$ cat config.mk
export PLATFORM = sky130hd
export DESIGN_NAME = prog_timer
export DESIGN_NICKNAME = d
export VERILOG_FILES = /design/src/rtl/tmr_pkg.sv /design/src/rtl/tmr_divider.sv /design/src/rtl/tmr_prescale.sv /design/src/rtl/tmr_counter.sv /design/src/rtl/prog_timer.sv
export SDC_FILE = /design/constraint.sdc
export NUM_CORES = 1
export LEC_CHECK = 0
export ABC_AREA = 0
export ABC_CLOCK_PERIOD_IN_PS = 5600
export BUFFER_PORTS_ARGS = -buffer_cell sky130_fd_sc_hd__buf_4
export CORE_MARGIN = 3
export CORE_UTILIZATION = 50
export CTS_CLUSTER_SIZE = 8
export DETAILED_ROUTE_END_ITERATION = 7
export GPL_TIMING_DRIVEN = 0
export HOLD_SLACK_MARGIN = 0.03
export PLACE_DENSITY = 0.69
export SYNTH_ARGS = -nofsm -noshare
export SYNTH_HDL_FRONTEND = slang
export SYNTH_HIERARCHICAL = 1
export SYNTH_SLANG_ARGS = --single-unit
$ cat constraint.sdc
create_clock -name clk -period 5.6 [get_ports clk]
set_clock_uncertainty 0.1 [all_clocks]
set_input_delay 1.4 -clock clk [delete_from_list [all_inputs] [get_ports clk]]
set_output_delay 1.4 -clock clk [all_outputs]
set_load 0.02 [all_outputs]
$ cat src/rtl/tmr_pkg.sv
// Package: shared parameters, register addresses and rate-tap mapping for
// the programmable interval timer. Assumes a 2-bit register address.
package tmr_pkg;

    localparam int ADDR_W = 2;
    localparam int CTRL_W = 3;

    typedef enum logic [ADDR_W-1:0] {
        REG_DIV  = 2'd0,
        REG_CNT  = 2'd1,
        REG_LOAD = 2'd2,
        REG_CTRL = 2'd3
    } reg_addr_e;

    localparam int START_BIT = 2;
    localparam int RATE_W    = 2;
    localparam int NUM_RATES = 1 << RATE_W;

    // Number of low divider bits that must all be one for a tick at each rate code
    function automatic int rate_shift(input int code);
        case (code)
            0:       return 10;
            1:       return 4;
            2:       return 6;
            default: return 8;
        endcase
    endfunction

endpackage

$ cat src/rtl/tmr_divider.sv
// Module: free-running divider. Counts up once per clock and is cleared to
// zero at the edge of any CPU write to it. Assumes DIV_W >= 11 so that every
// rate tap exists.
module tmr_divider #(
    parameter int DIV_W = 16
) (
    input  logic             clk,
    input  logic             rst_n,
    input  logic             clr,
    output logic [DIV_W-1:0] div_q
);

    // Divider register: reset, clear on write, otherwise increment
    always_ff @(posedge clk) begin
        if (!rst_n)   div_q <= '0;
        else if (clr) div_q <= '0;
        else          div_q <= div_q + 1'b1;
    end

    p_div_clear_r3: assert property (@(posedge clk) disable iff (!rst_n)
        clr |=> div_q == '0);

    p_div_step_r2: assert property (@(posedge clk) disable iff (!rst_n)
        !clr |=> div_q == $past(div_q) + 1'b1);

endmodule

$ cat src/rtl/tmr_prescale.sv
// Module: rate selector. Raises a one-cycle tick when the low bits of the
// divider for the selected rate are all ones, so that the counter steps at the
// same edge where that divider tap rolls over. No tick is produced while
// stopped or while the divider is being cleared.
module tmr_prescale #(
    parameter int DIV_W = 16
) (
    input  logic                     clk,
    input  logic                     rst_n,
    input  logic [DIV_W-1:0]         div_q,
    input  logic [tmr_pkg::RATE_W-1:0] rate,
    input  logic                     start,
    input  logic                     div_clr,
    output logic                     tick
);
    import tmr_pkg::*;

    logic [NUM_RATES-1:0] tap_full;

    // One all-ones detector per rate code
    for (genvar g = 0; g < NUM_RATES; g++) begin : g_tap
        localparam int SH = rate_shift(g);
        localparam logic [DIV_W-1:0] MASK = (DIV_W'(1) << SH) - 1'b1;
        assign tap_full[g] = (div_q & MASK) == MASK;
    end

    // Tick: selected tap full, running, and the divider is not being cleared
    always_comb begin
        tick = start && tap_full[rate] && !div_clr;
    end

    p_tick_stopped_r4: assert property (@(posedge clk) disable iff (!rst_n)
        !start |-> !tick);

endmodule

$ cat src/rtl/tmr_counter.sv
// Module: counter, reload and control registers. On a tick the counter steps.
// A step from all-ones loads the reload value and raises a registered
// one-cycle request. A CPU write to the counter wins over any tick in the same
// cycle.
module tmr_counter #(
    parameter int DATA_W = 8
) (
    input  logic                       clk,
    input  logic                       rst_n,
    input  logic                       tick,
    input  logic                       cnt_we,
    input  logic                       load_we,
    input  logic                       ctrl_we,
    input  logic [DATA_W-1:0]          wdata,
    output logic [DATA_W-1:0]          cnt_q,
    output logic [DATA_W-1:0]          load_q,
    output logic [tmr_pkg::CTRL_W-1:0] ctrl_q,
    output logic                       irq_q
);
    import tmr_pkg::*;

    logic [DATA_W-1:0] cnt_d;
    logic              irq_d;

    // Next counter value and request, with CPU write taking priority
    always_comb begin
        cnt_d = cnt_q;
        irq_d = 1'b0;
        if (cnt_we) begin
            cnt_d = wdata;
        end else if (tick) begin
            if (cnt_q == '1) begin
                cnt_d = load_q;
                irq_d = 1'b1;
            end else begin
                cnt_d = cnt_q + 1'b1;
            end
        end
    end

    // Counter and request registers
    always_ff @(posedge clk) begin
        if (!rst_n) begin
            cnt_q <= '0;
            irq_q <= 1'b0;
        end else begin
            cnt_q <= cnt_d;
            irq_q <= irq_d;
        end
    end

    // Reload and control registers, written directly by the CPU
    always_ff @(posedge clk) begin
        if (!rst_n) begin
            load_q <= '0;
            ctrl_q <= '0;
        end else begin
            if (load_we) load_q <= wdata;
            if (ctrl_we) ctrl_q <= wdata[CTRL_W-1:0];
        end
    end

    p_hold_stopped_r4: assert property (@(posedge clk) disable iff (!rst_n)
        (!ctrl_q[START_BIT] && !cnt_we) |=> cnt_q == $past(cnt_q));

    p_cnt_step_r5: assert property (@(posedge clk) disable iff (!rst_n)
        (tick && !cnt_we && cnt_q != '1) |=> cnt_q == $past(cnt_q) + 1'b1);

    p_reload_value_r6: assert property (@(posedge clk) disable iff (!rst_n)
        (tick && !cnt_we && cnt_q == '1) |=> cnt_q == $past(load_q));

    p_irq_single_r7: assert property (@(posedge clk) disable iff (!rst_n)
        irq_q |=> !irq_q);

    p_irq_cause_r7: assert property (@(posedge clk) disable iff (!rst_n)
        $rose(irq_q) |-> $past(cnt_q) == '1);

    p_write_wins_r8: assert property (@(posedge clk) disable iff (!rst_n)
        cnt_we |=> (cnt_q == $past(wdata) && !irq_q));

endmodule

$ cat src/rtl/prog_timer.sv
// Module: top of the programmable interval timer. Decodes CPU writes into
// per-register strobes, connects divider, rate selector and counter, and
// drives a combinational read mux from the address. Assumes reads have no
// side effects.
module prog_timer #(
    parameter int DATA_W = 8,
    parameter int DIV_W  = 16
) (
    input  logic                       clk,
    input  logic                       rst_n,
    input  logic                       wr_en,
    input  logic [tmr_pkg::ADDR_W-1:0] addr,
    input  logic [DATA_W-1:0]          wr_data,
    output logic [DATA_W-1:0]          rd_data,
    output logic                       irq_pulse
);
    import tmr_pkg::*;

    localparam int DIV_TOP = DIV_W - 1;

    logic                 div_we, cnt_we, load_we, ctrl_we;
    logic [DIV_W-1:0]     div_q;
    logic [DATA_W-1:0]    cnt_q, load_q;
    logic [CTRL_W-1:0]    ctrl_q;
    logic                 tick;

    // Write strobe decode
    always_comb begin
        div_we  = wr_en && (addr == REG_DIV);
        cnt_we  = wr_en && (addr == REG_CNT);
        load_we = wr_en && (addr == REG_LOAD);
        ctrl_we = wr_en && (addr == REG_CTRL);
    end

    tmr_divider #(.DIV_W(DIV_W)) u_div (
        .clk   (clk),
        .rst_n (rst_n),
        .clr   (div_we),
        .div_q (div_q)
    );

    tmr_prescale #(.DIV_W(DIV_W)) u_pre (
        .clk     (clk),
        .rst_n   (rst_n),
        .div_q   (div_q),
        .rate    (ctrl_q[RATE_W-1:0]),
        .start   (ctrl_q[START_BIT]),
        .div_clr (div_we),
        .tick    (tick)
    );

    tmr_counter #(.DATA_W(DATA_W)) u_cnt (
        .clk     (clk),
        .rst_n   (rst_n),
        .tick    (tick),
        .cnt_we  (cnt_we),
        .load_we (load_we),
        .ctrl_we (ctrl_we),
        .wdata   (wr_data),
        .cnt_q   (cnt_q),
        .load_q  (load_q),
        .ctrl_q  (ctrl_q),
        .irq_q   (irq_pulse)
    );

    // Combinational read mux
    always_comb begin
        case (addr)
            REG_DIV:  rd_data = div_q[DIV_TOP -: DATA_W];
            REG_CNT:  rd_data = cnt_q;
            REG_LOAD: rd_data = load_q;
            default:  rd_data = {{(DATA_W-CTRL_W){1'b0}}, ctrl_q};
        endcase
    end

    p_irq_reset_r1: assert property (@(posedge clk)
        !rst_n |=> !irq_pulse);

endmodule

==> metrics.txt <==
status=completed; Sequential Power Share=about half; Worst-Skew Late Latency=0.29 ns; layout cells sized above 1=a little under a fifth; Final period util=between 60% and 70%; register area share after synthesis=a little under two fifths; area leader, netlist=dfxtp_1; post_cts resized=0; Clk pwr share=about two fifths; Area growth, synth to finish=16.6%; # setup viols final=0; Critical Path AT=2.27 ns; # rows=22; Pwr Total=between 500 and 600 uW; DRC Markers=0; TritonCTS clock tree=done; Int Power=~420 uW; setup TNS=0 ns; net count after synthesis=between 200 and 250; main combinational cell family by area after synthesis=simple AND/OR/NAND/NOR gates; Crit Path Max Fanout=4; Layout Cells excl Fill=290; Hold Startpoint=u_div/div_q[0]; crit path from=addr[0]; largest net degree at the start of global routing=12; Die W=~69 microns; via count=1,643; Synth async-reset ratio=0%; io pins=22; element type at the critical path start=input port; Tightest Pin Transition=0.571 ns; worst vdd ir=~0.00022 V; final wirelength=around 4400 microns; RePlAce Congestion=~0.85; Synth cell types=42; clk buf depth=2; Max-Cap Viols=0; average wire per standard cell=about 15 microns; Hold Crit Class=reg -> reg; Slowest-stage cell, CP=mux4_1; RSZ-0062 raised after global routing=false; combinational share of power=under 10%; clk slew on worst S/H paths=0.07 ns; HPWL Detailed=between 3000 and 4000 microns; Compound-Gate Fraction of Synth Area=a little under an eighth; Initial Utilization=52.6%; Die Y-Extent=between 60 and 70 microns; total global-route track usage=a little over a fifth; Yosys warnings=6; drt pass-1 iters=4; Die ar.=about 4700 sq um; vias in the first global route=roughly 1,500; CTS buffer count=5; # H-tree levels=2; worst r2r src=u_div/div_q[9]; Fin. Hold Viols=0; mux contribution to synthesized area=between 10% and 20%; pre-CTS WS=approximately 1.8 ns; Final nets=between 200 and 300; Worst Slack Setup Final=about 1.8 ns; 1st-iter DRT viols=between 150 and 200; setup bufs post-CTS=0; synth top area cells=dfxtp_1 (37%), mux2i_1 (10%), nor2_1 (6.1%); Antenna diodes=0; Crit path required time=about 4.1 ns; worst path cell trace=buf_4 -> mux4_1 -> buf_4; Critical Path End Type=output port; Net Sw Power=129 uW; grt total ovfl=0; xor/xnor share of the synthesized area=slightly below 7%; CP Class=in -> out; Max-slew headroom=about three fifths; Synth Flop Type=dfxtp_1; register bit total from synthesis=36; syn_area_per_cell=about 9.2 sq um; first-pass GRT wire length=7070 microns; min cycle time layout=3.77 ns; Max Slew Vio Count=0; critical path's largest stage delay=around 0.57 ns; Sw Share=23.5%; Core Region=3720 sq um; Synth Area in Adders=between 1 and 1.5%; Routed Antenna Nets=0; root buf cell=clkbuf_8; Num Clock Sinks=36; Netlist Area Pre-Place=a little under 2000 sq um; simple-gate share of the synthesized area=between 20% and 30%; crit-path most repeated cell=buf_4; Leak=between 0.0008 and 0.0009 uW; f_max=roughly 270 MHz; hold_buf cts=0; Cells after DPL=282; antenna violations before repair=0; Port Buffers=21; number of synthesized flops with an enable pin=0; Via density=~5.7; Power per Cell Area=about 240 nW/um^2; Mapped Cells=~210; top-area cell type share of the netlist area=about 37%
==> synth_stat cells, types with 3 or more instances <==
| master | number |
|---|---|
| nand4_1 | 7 |
| clkbuf_1 | 4 |
| xnor2_1 | 13 |
| nor3_1 | 5 |
| nand2b_1 | 4 |
| inv_1 | 9 |
| nor2_1 | 32 |
| nand3_1 | 7 |
| nor4_2 | 3 |
| nand2_1 | 12 |
| mux4_1 | 3 |
| mux2i_1 | 20 |
| o2bb2ai_1 | 5 |
| dfxtp_1 | 36 |
| nor3b_1 | 3 |
| o22ai_1 | 3 |
| o21ai_0 | 4 |
| a21oi_1 | 9 |
==> flip-flops by register name, indices dropped and copies added (netlist names) <==
name and cells:
u_cnt/ctrl_q 3, u_cnt/load_q 8, u_cnt/irq_q 1, u_cnt/cnt_q 8
u_div/div_q 16
==> cell type report <==
type                    instances  area, sq um
clock buffers                   6         72.6
inverters                       9         33.8
flip-flops and latches         36          721
multi-input cells             160         1160
well taps                      48         60.1
repair buffers                 21          158
fillers                       354         1440
plain buffers                   8         40.0
clock inverters                 2         35.0
==> final timing paths <==
path	to	slack [ns]	cells after the start
worst min-delay path	u_div/div_q[0]	0.42	1
worst max-delay path	rd_data[2]	1.83	3
worst max register to register	u_cnt/cnt_q[6]	3.54	8
worst min register to register	u_div/div_q[0]	0.42	1
==> routing by layer <==
metal	wire, microns	share of wire [%]	track usage, %
met1	2180	50	27.8
met5	0	0	0
met2	1930	44	31.8
met3	233	5.3	6.65
met4	51	1.2	6.70
==> power by group through the flow <==
stage	registers [uW]	clock network [uW]	logic, uW
floorplan	276	0	31.4
global placement	279	0	49.3
detailed placement	279	0	49.9
CTS	273	230	50.2
global route	275	242	55.8
finish	273	225	49.9
==> metrics by stage <==
stage | area, sq um | hold slack (ns) | util [%]
after floorplan | 1950 | 0.354 | -
after global placement | 2170 | 0.404 | 58.5
after detailed placement | 2170 | 0.405 | 58.5
after CTS | 2280 | 0.422 | 61.3
after global routing | 2280 | 0.456 | 61.3
final | 2280 | 0.417 | 61.3
==> critical path: cells and delay by family <==
| family | cells | cell delay (ns) |
|---|---|---|
| buffers and inverters | 2 | 0.29 |
| muxes | 1 | 0.57 |
==> cells by family (layout without fill, tap and decap cells) <==
kind of cell             after synthesis  after routing
AND/OR/NAND/NOR                       87             87
flip-flops                            36             36
AO/OA/AOI/OAI                         33             33
multiplexers                          23             23
buffers and inverters                 17             46
XOR/XNOR                              15             15
adder cells (fa/ha/maj)                2              2
==> placed cells by master, fill, tap and decap left out, types with 2 or more instances in the layout <==
master / n
buf_2: 2
xnor2_1: 13
mux2i_1: 20
nor3_1: 5
a21oi_1: 9
nand2b_1: 4
mux4_1: 3
ha_1: 2
o2111a_1: 2
nor4_2: 3
o21ai_0: 4
buf_4: 23
and3_1: 2
o22ai_1: 3
o211ai_1: 2
nand4_2: 2
clkbuf_8: 5
nand2_1: 12
dfxtp_1: 36
inv_1: 9
and2b_2: 2
nand4_1: 7
nand3_1: 7
xor2_1: 2
clkbuf_1: 5
o2bb2ai_1: 5
nor2_1: 32
nor3b_1: 3
a31o_2: 2
(Power assumes the default switching activity.)
